==> config.mk <==
export PLATFORM = sky130hd
export DESIGN_NAME = dma_chan_engine
export DESIGN_NICKNAME = d
export VERILOG_FILES = /design/src/rtl/dma_eng_pkg.sv /design/src/rtl/dma_item_ctr.sv /design/src/rtl/dma_burst_ctr.sv /design/src/rtl/dma_addr_gen.sv /design/src/rtl/dma_chan_engine.sv
export SDC_FILE = /design/constraint.sdc
export NUM_CORES = 1
export LEC_CHECK = 0
export ABC_AREA = 0
export BUFFER_PORTS_ARGS = -buffer_cell sky130_fd_sc_hd__buf_2
export CORE_MARGIN = 2
export CORE_UTILIZATION = 43
export CTS_BUF_LIST = sky130_fd_sc_hd__clkbuf_8
export DETAILED_ROUTE_END_ITERATION = 8
export PLACE_DENSITY = 0.75
export RECOVER_POWER = 50
export SYNTH_ARGS = -nofsm -noshare
export SYNTH_HDL_FRONTEND = slang
export SYNTH_SLANG_ARGS = --single-unit
==> constraint.sdc <==
create_clock -name clk -period 6.1 [get_ports clk]
set_input_delay 0.61 -clock clk [delete_from_list [all_inputs] [get_ports clk]]
set_output_delay 0.61 -clock clk [all_outputs]
set_load 0.02 [all_outputs]
==> src/rtl/dma_eng_pkg.sv <==
package dma_eng_pkg;
  localparam int CTL_W    = 32;
  localparam int MODE_LSB = 0;
  localparam int MODE_W   = 3;
  localparam int NUB_BIT  = 3;
  localparam int SIZE_LSB = 4;
  localparam int SIZE_W   = 10;
  localparam int ARB_LSB  = 14;
  localparam int ARB_W    = 4;

  localparam logic [MODE_W-1:0] MODE_STOP  = 3'd0;
  localparam logic [MODE_W-1:0] MODE_BASIC = 3'd1;
  localparam logic [MODE_W-1:0] MODE_AUTO  = 3'd2;

  typedef enum logic [2:0] {
    ST_IDLE, ST_ARB, ST_RD, ST_WR, ST_BND, ST_FIN
  } eng_state_t;
endpackage

==> src/rtl/dma_item_ctr.sv <==
module dma_item_ctr #(
  parameter int CW = 11
) (
  input  logic          clk,
  input  logic          rst_n,
  input  logic          load,
  input  logic [CW-1:0] load_val,
  input  logic          dec,
  output logic [CW-1:0] count
);
  logic [CW-1:0] count_d;

  always_comb begin
    count_d = count;
    if (load)     count_d = load_val;
    else if (dec) count_d = count - CW'(1);
  end

  always_ff @(posedge clk or negedge rst_n) begin
    if (!rst_n)          count <= '0;
    else if (load | dec) count <= count_d;
  end
endmodule

==> src/rtl/dma_burst_ctr.sv <==
module dma_burst_ctr #(
  parameter int EW = 4,
  localparam int BW = 2 ** EW
) (
  input  logic          clk,
  input  logic          rst_n,
  input  logic          clr,
  input  logic          step,
  input  logic [EW-1:0] exp_n,
  output logic          last
);
  logic [BW-1:0] cnt, cnt_d;
  logic [BW:0]   limit;

  assign limit = (BW+1)'(1) << exp_n;
  assign last  = ({1'b0, cnt} + (BW+1)'(1)) == limit;

  always_comb begin
    cnt_d = cnt;
    if (clr)       cnt_d = '0;
    else if (step) cnt_d = cnt + BW'(1);
  end

  always_ff @(posedge clk or negedge rst_n) begin
    if (!rst_n)          cnt <= '0;
    else if (clr | step) cnt <= cnt_d;
  end
endmodule

==> src/rtl/dma_addr_gen.sv <==
module dma_addr_gen #(
  parameter int AW    = 32,
  parameter int CW    = 11,
  parameter int SHIFT = 2
) (
  input  logic [AW-1:0] end_ptr,
  input  logic [CW-1:0] remaining,
  input  logic          fixed,
  output logic [AW-1:0] addr
);
  logic [AW-1:0] steps;
  assign steps = AW'(remaining) - AW'(1);
  assign addr  = fixed ? end_ptr : end_ptr - (steps << SHIFT);
endmodule

==> src/rtl/dma_chan_engine.sv <==
module dma_chan_engine
  import dma_eng_pkg::*;
#(
  parameter int AW         = 32,
  parameter int DW         = 32,
  parameter int ITEM_SHIFT = 2
) (
  input  logic          clk,
  input  logic          rst_n,
  input  logic          start,
  input  logic          chan_req,
  input  logic [31:0]   ctl_word,
  input  logic [AW-1:0] src_end,
  input  logic [AW-1:0] dst_end,
  input  logic          src_fixed,
  input  logic          dst_fixed,
  output logic          bus_req,
  input  logic          bus_gnt,
  output logic          mem_req,
  output logic          mem_we,
  output logic [AW-1:0] mem_addr,
  output logic [DW-1:0] mem_wdata,
  input  logic [DW-1:0] mem_rdata,
  output logic          wb_valid,
  output logic [31:0]   wb_word,
  output logic          done
);
  localparam int CW = SIZE_W + 1;

  eng_state_t           state, state_d;
  logic [CTL_W-1:0]     ctl_q;
  logic [AW-1:0]        src_q, dst_q;
  logic                 sfix_q, dfix_q;
  logic                 accept, item_done;
  logic [CW-1:0]        remaining;
  logic                 burst_last;
  logic [AW-1:0]        src_addr, dst_addr;
  logic [MODE_W-1:0]    start_mode, run_mode;
  logic [SIZE_W-1:0]    left_field;

  assign start_mode = ctl_word[MODE_LSB +: MODE_W];
  assign run_mode   = ctl_q[MODE_LSB +: MODE_W];
  assign accept     = (state == ST_IDLE) && start &&
                      ((start_mode == MODE_BASIC) || (start_mode == MODE_AUTO));
  assign item_done  = (state == ST_WR);

  // Next state
  always_comb begin
    state_d = state;
    unique case (state)
      ST_IDLE: if (accept) state_d = ST_ARB;
      ST_ARB:  if (bus_gnt) state_d = ST_RD;
      ST_RD:   state_d = ST_WR;
      ST_WR: begin
        if (remaining == CW'(1)) state_d = ST_FIN;
        else if (burst_last)     state_d = ST_BND;
        else                     state_d = ST_RD;
      end
      ST_BND:  state_d = ((run_mode == MODE_AUTO) || chan_req) ? ST_ARB : ST_IDLE;
      ST_FIN:  state_d = ST_IDLE;
      default: state_d = ST_IDLE;
    endcase
  end

  always_ff @(posedge clk or negedge rst_n) begin
    if (!rst_n) state <= ST_IDLE;
    else        state <= state_d;
  end

  // Channel context captured at start
  always_ff @(posedge clk or negedge rst_n) begin
    if (!rst_n) begin
      ctl_q  <= '0;
      src_q  <= '0;
      dst_q  <= '0;
      sfix_q <= 1'b0;
      dfix_q <= 1'b0;
    end else if (accept) begin
      ctl_q  <= ctl_word;
      src_q  <= src_end;
      dst_q  <= dst_end;
      sfix_q <= src_fixed;
      dfix_q <= dst_fixed;
    end
  end

  dma_item_ctr #(.CW(CW)) u_items (
    .clk      (clk),
    .rst_n    (rst_n),
    .load     (accept),
    .load_val ({1'b0, ctl_word[SIZE_LSB +: SIZE_W]} + CW'(1)),
    .dec      (item_done),
    .count    (remaining)
  );

  dma_burst_ctr #(.EW(ARB_W)) u_burst (
    .clk   (clk),
    .rst_n (rst_n),
    .clr   (accept || (state == ST_BND)),
    .step  (item_done),
    .exp_n (ctl_q[ARB_LSB +: ARB_W]),
    .last  (burst_last)
  );

  dma_addr_gen #(.AW(AW), .CW(CW), .SHIFT(ITEM_SHIFT)) u_src_addr (
    .end_ptr (src_q), .remaining (remaining), .fixed (sfix_q), .addr (src_addr)
  );

  dma_addr_gen #(.AW(AW), .CW(CW), .SHIFT(ITEM_SHIFT)) u_dst_addr (
    .end_ptr (dst_q), .remaining (remaining), .fixed (dfix_q), .addr (dst_addr)
  );

  // Outputs
  assign left_field = SIZE_W'(remaining - CW'(1));
  assign bus_req    = (state == ST_ARB) || (state == ST_RD) || (state == ST_WR);
  assign mem_req    = (state == ST_RD) || (state == ST_WR);
  assign mem_we     = (state == ST_WR);
  assign mem_addr   = (state == ST_WR) ? dst_addr : src_addr;
  assign mem_wdata  = mem_rdata;
  assign wb_valid   = (state == ST_BND) || (state == ST_FIN);
  assign done       = (state == ST_FIN);

  always_comb begin
    wb_word = ctl_q;
    if (state == ST_FIN) begin
      wb_word[SIZE_LSB +: SIZE_W] = '0;
      wb_word[MODE_LSB +: MODE_W] = MODE_STOP;
    end else begin
      wb_word[SIZE_LSB +: SIZE_W] = left_field;
    end
  end
endmodule

# Yosys cells after proc, flatten, opt, wreduce, memory -nomap -nowiden
# Cells that the tools add are included.
[classes] n_eq_ne=12 add_sub_neg=7 shift=1 n_reduce_logical=15 bitwise_logic=2 n_mux=15
[op_table] cell="32-bit two-way mux" n=3
[op_table] cell="32-bit subtractor" n=2
[op_table] cell="16-bit two-way mux" n=2
[op_table] cell="11-bit two-way mux" n=2
[op_table] cell="16-bit by 1-bit adder with 17-bit output, second input constant" n=1
[op_table] cell="17-bit == test" n=1
[op_table] cell="1-bit by 4-bit << shifter with 17-bit output, first input constant" n=1
[op_table] cell="16-bit by 1-bit adder with 16-bit output, second input constant" n=1
[op_table] cell="3-bit two-way mux" n=5
[op_table] cell="3-bit one-hot mux with 5 select lines" n=1
[op_table] cell="3-bit by 2-bit == test with 1-bit output, second input constant" n=4
[op_table] cell="11-bit by 1-bit subtractor with 12-bit output, second input constant" n=1
[op_table] cell="10-bit by 1-bit adder with 11-bit output, second input constant" n=1
[op_table] cell="11-bit by 1-bit == test with 1-bit output, second input constant" n=1
[op_table] cell="11-bit by 1-bit subtractor with 11-bit output, second input constant" n=1
[op_table] cell="10-bit two-way mux" n=1
[op_table] cell="1-bit logical OR" n=7
[op_table] cell="3-bit by 1-bit == test with 1-bit output, second input constant" n=2
[op_table] cell="3-bit == test, second input constant" n=2
[op_table] cell="2-bit AND reduction" n=3
[op_table] cell="2-bit inequality test, second input constant" n=2
[op_table] cell="2-bit nonzero test" n=2
[op_table] cell="3-bit zero test" n=1
[op_table] cell="1-bit logical AND" n=2
[op_table] cell="2 further kinds" n=3
[totals] elab_cells=60 out_inout_bits=101 reg_bits=128 input_bits=135

# Logic depth before layout (Yosys ltp)
# Gate-level depths: netlist of the first run.
[depth] depth_word=6 ltp_mapped=18 depth_no_buf=18

# Modules after synthesis
# A second synthesis of the first run with hierarchy kept.
[hier_totals] cells_unflattened=1405 hier_area_um2=10782.8
[modules_own_cells] mod="dma_chan_engine" cells_each=545 area_each_um2=4662.0 seq_area_each_um2=2277.2 instances=1
[modules_own_cells] mod="dma_addr_gen (u_src_addr)" cells_each=324 area_each_um2=2129.5 seq_area_each_um2=0.0 instances=1
[modules_own_cells] mod="dma_addr_gen (u_dst_addr)" cells_each=301 area_each_um2=1996.9 seq_area_each_um2=0.0 instances=1
[modules_own_cells] mod="dma_burst_ctr" cells_each=169 area_each_um2=1392.6 seq_area_each_um2=400.4 instances=1
[modules_own_cells] mod="dma_item_ctr" cells_each=66 area_each_um2=601.8 seq_area_each_um2=275.3 instances=1

# Worst setup path after synthesis of the first run
# OpenSTA, ideal clock, no wires.
[synth_timing] path_type="reg2out" startpoint="register u_items.count[2]" endpoint="output mem_addr[22]" path_slack_ps=300 t_arrival_ps=5190 stages_incl_launch_ff=16 path_buffers=1 t_required_ps=5490 path_cell_list="dfrtp_1 buf_6 or4_4 nor3b_4 nand3b_1 ha_1 a21o_1 a21o_1 a21o_1 or3_1 nor3_1 nor3_2 nor2_1 xnor2_1 nor3_1 a2111oi_1"
[synth_via] elab_chain_cells=4 word_cells_on_any_way=6 cone_classes="3 x add/sub; 3 x mux"
[synth_lines] item="from (decl)" line_no="dma_item_ctr.sv:9" source="output logic [CW-1:0] count"
[synth_lines] item="from (signal assigned)" line_no="dma_item_ctr.sv:21" source="else if (load | dec) count <= count_d;"
[synth_lines] item="11-bit by 1-bit subtractor with 12-bit output *" line_no="dma_addr_gen.sv:12" source="assign steps = AW'(remaining) - AW'(1);"
[synth_lines] item="32-bit subtractor" line_no="dma_addr_gen.sv:13" source="assign addr = fixed ? end_ptr : end_ptr - (steps << SHIFT);"
[synth_lines] item="32-bit two-way mux" line_no="dma_addr_gen.sv:13"
[synth_lines] item="32-bit two-way mux *" line_no="dma_chan_engine.sv:118" source="assign mem_addr = (state == ST_WR) ? dst_addr : src_addr;"
[synth_lines] item="to (decl)" line_no="dma_chan_engine.sv:21" source="output logic [AW-1:0] mem_addr,"
# Every way passes the cells marked *; elsewhere a longest branch is shown, timed or not.

# Final worst setup path of the first run
[layout_timing] startpoint="register u_items.count[0]" endpoint="output mem_addr[31]"
# Same word-level chain as after synthesis.

==> flow_summary.ini, run 1 <==
[layout]
area_growth_pct = 11.2
stdcell_count = 1710
nets = 1602
drive_above_1_share = 0.166

[sta]
fin_worst_skew_ns = 0.0107
tightest_slew_ns = 3.30
final-setup-viol-count = 0
hold_ws_ns = 0.342
finalCritPeriodShare = 0.959
final-hold-violation-count = 0
rsz0062_at_grt = yes
maxSlewHeadroom = -1.20
slew_violations = 121
finalWorstSetupSlack_ns = 0.251
finalCriticalPeriod_ns = 5.85
max_freq_mhz = 171

[status]
violations = max-capacitance violations, max-slew violations
outcome = finished with violations

[setup_path]
worstPathBufferInverterCount = 2
cp-end-kind = output port
cpMaxStageDelayCell = dfrtp_2
required_ns = 5.49
critical_path.top_delay_family = compound AO/OA/AOI/OAI gates
crit_chain = inv_1, ha_2, or3b_4, nor3_4, xnor2_2, ha_1, a21oi_2, nand2_1, o21a_1, maj3_2, o2111ai_2, a31oi_4, nor4_4, o31ai_1, a211oi_2, xor2_1, or3_1, a31oi_1, buf_2
cp-start-kind = flop
worst-setup-path-type = reg2out
crit_arrival_ns = 5.24
slowest_delay_ns = 0.47
critPathMaxFanout = 8

[synth]
synthArstFlopShare = 1.00
synth_mux_area_frac = 0.0112
syn_nets = 1508
ys_warn_count = 0
synth_top_family_by_area = simple AND/OR/NAND/NOR gates
ys_seq_area_frac = 0.297
synth_adder_area_share = 0.0786
synth_area_um2 = 9930
synth_xor_area_frac = 0.0776
synthCells = 1317
synth_edf_count = 0
synth-compound-area-share = 0.194
synth_seq_cells = 118
syn_area_per_cell_um2 = 7.54
synth.distinct_cells = 78
synthSimpleGateAreaFrac = 0.270
synthFlopType = dfrtp_1

[global_route]
antenna_found_initial = 1
top_usage_layer = met2
met3_usage = 0.0411
grt.total_usage = 0.225
met1_usage = 0.295
grt_pass1_wl_mm = 44.0
overflow = 0
grt_pass1_vias = 8957
grt.met2_usage = 0.377
grt_max_degree = 92

[min_path]
hold_path_class = in2reg

[die]
die_y_um = 156
coreArea_um2 = 22600
start_util = 0.439
dieArea_um2 = 24300
die-width_um = 156
io_pins = 236
row_count = 55

[place]
dp_hpwl_mm = 19.6
io_buffers = 171
gp_congestion = 0.909
place_ws_ns = 0.329
placed_cells_incl_taps = 1676

[clock_network]
h-tree-depth = 4
cts_root_buf = clkbuf_8
cts_sinks = 118
path_clk_slew_ns = 0.09
holdBufCountCts = 0
cts_buffers = 17
clock_latency_ns = 0.45
cts_tree = yes
clockBufferDepth = 2

[detailed_routing]
dr.pass1.iters = 5
antenna_left = 0
wl_per_cell_um = 16.0
route.vias.total = 9382
drc_errors = 0
routed_wl_mm = 27.4
routed_via_density = 5.49
drt_iter0_markers = 568

[run]
maxCapViolations = 2
## Yosys cell counts (17+ instances only)
cell	number	share of area
a21o_1	25	0.019
a21oi_1	86	0.043
buf_4	51	0.039
clkbuf_1	44	0.017
dfrtp_1	118	0.30
ha_1	54	0.068
inv_1	27	0.010
nand2_1	349	0.13
nand3_1	25	0.013
nor2_1	96	0.036
nor2b_1	17	0.011
nor3_1	20	0.010
o21ai_0	82	0.041
xnor2_1	58	0.051
xor2_1	30	0.026
## cells in the final DEF, fill, tap and decap left out, types with 17 or more instances in the layout
cell type / n
nand3_1: 25
dfrtp_1: 117
xnor2_1: 57
nor3_1: 19
nor2_1: 96
xor2_1: 30
o21ai_0: 81
a21oi_1: 85
inv_1: 28
a21o_1: 25
nor2b_1: 17
ha_1: 51
clkbuf_8: 17
nand2_1: 348
clkbuf_1: 19
buf_2: 152
## sequential cells by signal, indices dropped and copies added (netlist names)
signal	flops
dfix_q	1
sfix_q	1
dst_q	32
u_items.count	11
ctl_q	22
u_burst.cnt	16
state	3
src_q	32
## final timing paths
path | start | endpoint | slack, ns | depth (start not counted)
max | u_items.count[0] | mem_addr[31] | 0.25 | 19
min | dst_end[8] | dst_q[8] | 0.34 | 3
max reg2reg | u_burst.cnt[0] | state[1] | 2.77 | 12
min reg2reg | ctl_q[28] | ctl_q[28] | 0.48 | 2
max in group asynchronous | rst_n | u_burst.cnt[13] | 1.98 | 2
min in group asynchronous | rst_n | dst_q[1] | 1.25 | 1
## worst register-to-register path, delay by kind of cell, from the launching register on
kind | cells | cell delay [ns]
simple gates | 7 | 1.59
compound gates | 4 | 0.97
flops | 1 | 0.46
xor+xnor | 1 | 0.17
## metrics by stage
step | instance area [um2] | util | setup TNS (ns)
after floorplan | 9930 | - | 0
after global placement | 10600 | 0.469 | 0
after detailed placement | 10600 | 0.469 | 0
after CTS | 11000 | 0.487 | 0
after global routing | 11000 | 0.488 | -0.0758
final | 11000 | 0.488 | 0
## repair_timing
item,CTS,global route
buffers inserted,0,1
resized for setup,3,12
endpoints found under the setup margin,1,9
gates cloned,0,0
pin swaps,1,3
## metal layers
layer | vias to the layer above | wire length [um] | part of all wire
li1 | 4658 | - | -
met1 | 4390 | 12200 | 0.45
met2 | 291 | 12900 | 0.47
met3 | 43 | 1710 | 0.063
met4 | 0 | 589 | 0.022
met5 | - | 0 | 0
## cells by family after synthesis
family | count (synthesis)
xor gates and xnor gates | 88
and+or+nand+nor | 601
DFF | 118
adders and majority gates | 62
AOI/OAI and AO/OA | 302
buffers and inverters | 135
muxes | 11
## area by class of cell
type / instances / area [um2]
multi-input combinational: 1064 / 6340
fill: 2265 / 11600
timing repair buffer: 182 / 916
clock buffer: 17 / 234
tap: 285 / 357
antenna: 1 / 2.50
clock inverter: 15 / 134
inverter: 28 / 105
sequential: 118 / 2950
Power of run 1 is not shown: default switching activity piles up to over one toggle a cycle in this logic, so the estimate is an artifact.
==> inputs of run 2 (changes only) <==
--- a/config.mk
+++ b/config.mk
@@ -8,10 +8,10 @@
 export ABC_AREA = 0
 export BUFFER_PORTS_ARGS = -buffer_cell sky130_fd_sc_hd__buf_2
 export CORE_MARGIN = 2
-export CORE_UTILIZATION = 43
+export CORE_UTILIZATION = 40
 export CTS_BUF_LIST = sky130_fd_sc_hd__clkbuf_8
 export DETAILED_ROUTE_END_ITERATION = 8
-export PLACE_DENSITY = 0.75
+export PLACE_DENSITY = 0.71
 export RECOVER_POWER = 50
 export SYNTH_ARGS = -nofsm -noshare
 export SYNTH_HDL_FRONTEND = slang
==> flow_summary.ini, run 2 (synthesis gave the netlist of run 1 again) <==
[status]
outcome = finished with violations
violations = max-capacitance violations, max-slew violations

[die]
start_util = 0.408
die_y_um = 162
dieArea_um2 = 26100
coreArea_um2 = 24300
die-width_um = 162
row_count = 57
io_pins = 236

[layout]
regArea_um2 = 2960
nets = 1604
mostFrequentLayoutCells = 348 x nand2_1, 152 x buf_2, 116 x dfrtp_1
multiInputGateArea_um2 = 6350
drive_above_1_share = 0.168
final_util = 0.457
area_growth_pct = 11.9
antennaDiodeCount = 0
final_common_cell = nand2_1
reg.largest.list = dst_q x32, src_q x32, ctl_q x22
fill_cells = 2446

[setup_path]
cp-start-kind = flop
critPathMaxFanout = 8
critical_path.top_delay_family = compound AO/OA/AOI/OAI gates
worstPathBufferInverterCount = 2
crit_chain = inv_1, ha_2, or3b_4, nor3_4, xnor2_2, ha_1, a21oi_2, nand2_1, o21a_1, maj3_2, o2111ai_4, a31oi_4, nor4_4, o31ai_2, a211oi_2, xor2_1, or3_1, a31oi_1, buf_2
cp-end-kind = output port
required_ns = 5.49
slowest_delay_ns = 0.46
crit_arrival_ns = 5.20
startpoint = u_items.count[0]
cpMaxStageDelayCell = dfrtp_2
worst-setup-path-type = reg2out
r2r-start = u_burst.cnt[0]

[detailed_routing]
routed_via_density = 5.40
wl_per_cell_um = 16.0
route.vias.total = 9449
dr.pass1.iters = 5
antenna_left = 0
drc_errors = 0
drt_iter0_markers = 573
routed_wl_mm = 27.9

[min_path]
hold_path_class = in2reg
worstHoldStart = dst_end[1]

[sta]
max_freq_mhz = 172
finalSetupTns_ns = 0
rsz0062_at_grt = no
slew_violations = 64
finalCritPeriodShare = 0.952
finalWorstSetupSlack_ns = 0.290
tightest_slew_ns = 3.54
maxSlewHeadroom = -1.36
finalCriticalPeriod_ns = 5.81
fin_worst_skew_ns = 0.0198
hold_ws_ns = 0.332
final-hold-violation-count = 0
final-setup-viol-count = 0

[clock_network]
cts_buffers = 17
path_clk_slew_ns = 0.10
cts_root_buf = clkbuf_8
clockBufferDepth = 2
clock_latency_ns = 0.46
cts_sinks = 118
h-tree-depth = 4
cts_tree = yes

[run]
maxCapViolations = 1

[global_route]
grt_max_degree = 75
grt.total_usage = 0.212
overflow = 0
grt_pass1_wl_mm = 44.9
antenna_found_initial = 0
grt_pass1_vias = 9019

[place]
gp_congestion = 0.939
dp_hpwl_mm = 20.4
place_ws_ns = 0.448
io_buffers = 171
-- run 2: metal layers --
metal	part of all wire	track usage	vias up
met5	0	0	-
met4	0.020	0.0576	0
met3	0.063	0.0444	43
met2	0.47	0.362	314
met1	0.44	0.272	4426
li1	-	-	4666
-- run 2: layout make-up --
| cell class | instances | area share |
|---|---|---|
| sequential | 118 | 0.266 |
| timing repair buffer | 184 | 0.0834 |
| tap | 324 | 0.0365 |
| clock buffer | 18 | 0.0223 |
| clock inverter | 14 | 0.0106 |
| inverter | 28 | 0.00946 |
| multi-input combinational | 1064 | 0.572 |
-- run 2: worst register-to-register path: cells and delay by family (launching register included) --
kind	cells	cell delay [ns]
AOI/OAI and AO/OA	4	1.00
DFF	1	0.48
xor gates and xnor gates	1	0.17
and+or+nand+nor	7	1.58
-- run 2: what timing repair did --
action	4_1_cts	5_1_grt
gates resized for setup	2	12
hold endpoints to repair	0	0
pin swaps	0	3
hold buffers	0	0
endpoints found under the setup margin	1	12
setup buffers	0	2
-- run 2: worst paths after layout --
| kind | endpoint | slack [ns] | cells after the start |
|---|---|---|---|
| max in group asynchronous | ctl_q[0] | 1.91 | 2 |
| min in group asynchronous | dst_q[4] | 1.34 | 1 |
| max | mem_addr[31] | 0.29 | 19 |
| min | dst_q[1] | 0.33 | 3 |
| min reg2reg | ctl_q[28] | 0.48 | 2 |
| max reg2reg | state[1] | 2.75 | 12 |
-- run 2: through the flow --
stage               std cells  cell area (um2)
floorplan                1317             9930
global placement         1716            10700
detailed placement       1716            10700
CTS                      1748            11100
global route             1750            11100
finish                   1750            11100
Power of run 2 is left out for the same reason.
==> inputs of run 3 (changes only) <==
--- a/config.mk
+++ b/config.mk
@@ -12,7 +12,7 @@
 export CTS_BUF_LIST = sky130_fd_sc_hd__clkbuf_8
 export DETAILED_ROUTE_END_ITERATION = 8
 export PLACE_DENSITY = 0.71
-export RECOVER_POWER = 50
+export RECOVER_POWER = 100
 export SYNTH_ARGS = -nofsm -noshare
 export SYNTH_HDL_FRONTEND = slang
 export SYNTH_SLANG_ARGS = --single-unit
==> flow_summary.ini, run 3 (synthesis gave the netlist of run 1 again) <==
[status]
outcome = finished with violations
violations = max-capacitance violations, max-slew violations

[layout]
reg.largest.list = dst_q x32, src_q x32, ctl_q x22
antennaDiodeCount = 0
final_util = 0.453
drive_above_1_share = 0.139
area_growth_pct = 10.9
mostFrequentLayoutCells = 348 x nand2_1, 116 x dfrtp_1, 115 x buf_2
final_cell_area_um2 = 11000
fill_cells = 2475
nets = 1604
final_common_cell = nand2_1

[sta]
final-hold-violation-count = 0
fin_worst_skew_ns = 0.0205
finalCriticalPeriod_ns = 5.82
tightest_slew_ns = 3.53
rsz0062_at_grt = no
final-setup-viol-count = 0
maxSlewHeadroom = -1.35
slew_violations = 257
finalWorstSetupSlack_ns = 0.284
finalSetupTns_ns = 0
max_freq_mhz = 172
finalCritPeriodShare = 0.953

[detailed_routing]
route.vias.total = 9433
antenna_left = 0
drc_errors = 0
dr.pass1.iters = 5
routed_via_density = 5.39
wl_per_cell_um = 16.0
drt_iter0_markers = 548
routed_wl_mm = 27.9

[clock_network]
holdBufCountCts = 0
h-tree-depth = 4
cts_sinks = 118
cts_buffers = 17
path_clk_slew_ns = 0.10
cts_root_buf = clkbuf_8
clock_latency_ns = 0.46
clockBufferDepth = 2
cts_tree = yes

[die]
die-width_um = 162
coreArea_um2 = 24300
die_y_um = 162
row_count = 57
dieArea_um2 = 26100
start_util = 0.408
io_pins = 236

[setup_path]
critPathMaxFanout = 8
slowest_delay_ns = 0.46
required_ns = 5.49
reg2reg_depth = 5
worst-setup-path-type = reg2out
crit_arrival_ns = 5.21
crit_chain = inv_1, ha_2, or3b_4, nor3_4, xnor2_2, ha_1, a21oi_2, nand2_1, o21a_1, maj3_2, o2111ai_4, a31oi_4, nor4_4, o31ai_2, a211oi_2, xor2_1, or3_1, a31oi_1, buf_2
cp-end-kind = output port
cpMaxStageDelayCell = dfrtp_2
cp-start-kind = flop

[place]
placed_cell_area_um2 = 10700
place_ws_ns = 0.448
dp_hpwl_mm = 20.4
io_buffers = 171
gp_congestion = 0.939

[global_route]
grt.total_usage = 0.212
overflow = 0
antenna_found_initial = 0
grt_max_degree = 75
grt_pass1_vias = 9019
grt_pass1_wl_mm = 44.9

[min_path]
hold_depth = 3
hold_path_class = in2reg

[run]
maxCapViolations = 5
[run 3: cell types whose count changed in the layout (fill, tap and decap cells not counted)]
cell      before  now
nor4_2         2    0
o31ai_2        3    2
nor4_1         6    8
nor2_8         1    0
nor2_1        96   97
clkbuf_1      19   56
buf_4         12    8
and2_1        11    8
and2_0         0    3
buf_2        152  115
clkbuf_2       1    5
o31ai_1        8    9
[run 3: layout make-up]
| class | count | area, um2 | share of cell area |
|---|---|---|---|
| clock buffers | 18 | 248 | 0.0225 |
| well taps | 324 | 405 | 0.0368 |
| multi-input cells | 1064 | 6320 | 0.573 |
| clock inverters | 14 | 118 | 0.0107 |
| inverters | 28 | 105 | 0.00954 |
| repair buffers | 184 | 871 | 0.0790 |
| flip-flops and latches | 118 | 2960 | 0.268 |
[run 3: path summary, 6_finish.rpt]
kind	from	end	slack (ns)
worst max-delay path	u_items.count[0]	mem_addr[31]	0.28
worst min-delay path	dst_end[1]	dst_q[1]	0.33
worst max register to register	state[2]	u_items.count[8]	1.85
worst min register to register	ctl_q[18]	ctl_q[18]	0.48
max in group asynchronous	rst_n	ctl_q[0]	1.91
min in group asynchronous	rst_n	dst_q[4]	1.34
[run 3: worst max-delay path: cells and delay by family (launching register included)]
family                   cells  cell delay (ns)
XOR/XNOR                     2             0.31
buffers and inverters        2             0.32
flip-flops                   1             0.46
AND/OR/NAND/NOR              5             1.30
AO/OA/AOI/OAI                7             1.45
adder cells (fa/ha/maj)      3             0.93
[run 3: per-layer routing]
metal	up-vias	GRT usage	routed length, um
li1	4664	-	-
met5	-	0	0
met1	4429	0.272	12400
met3	34	0.0444	1720
met2	306	0.362	13300
met4	0	0.0576	531
[run 3: stage by stage]
stage | hold WS (ns) | cells
2_1_floorplan | 0.314 | 1317
3_3_place_gp | 0.455 | 1716
3_5_place_dp | 0.461 | 1716
4_1_cts | 0.257 | 1748
5_1_grt | 0.319 | 1750
6_report | 0.333 | 1750
[run 3: repair_timing]
action	CTS	global route
gates resized for setup	2	12
pin swaps	0	3
setup buffers	0	2
setup endpoints to repair	1	12
Power of run 3 is left out for the same reason.
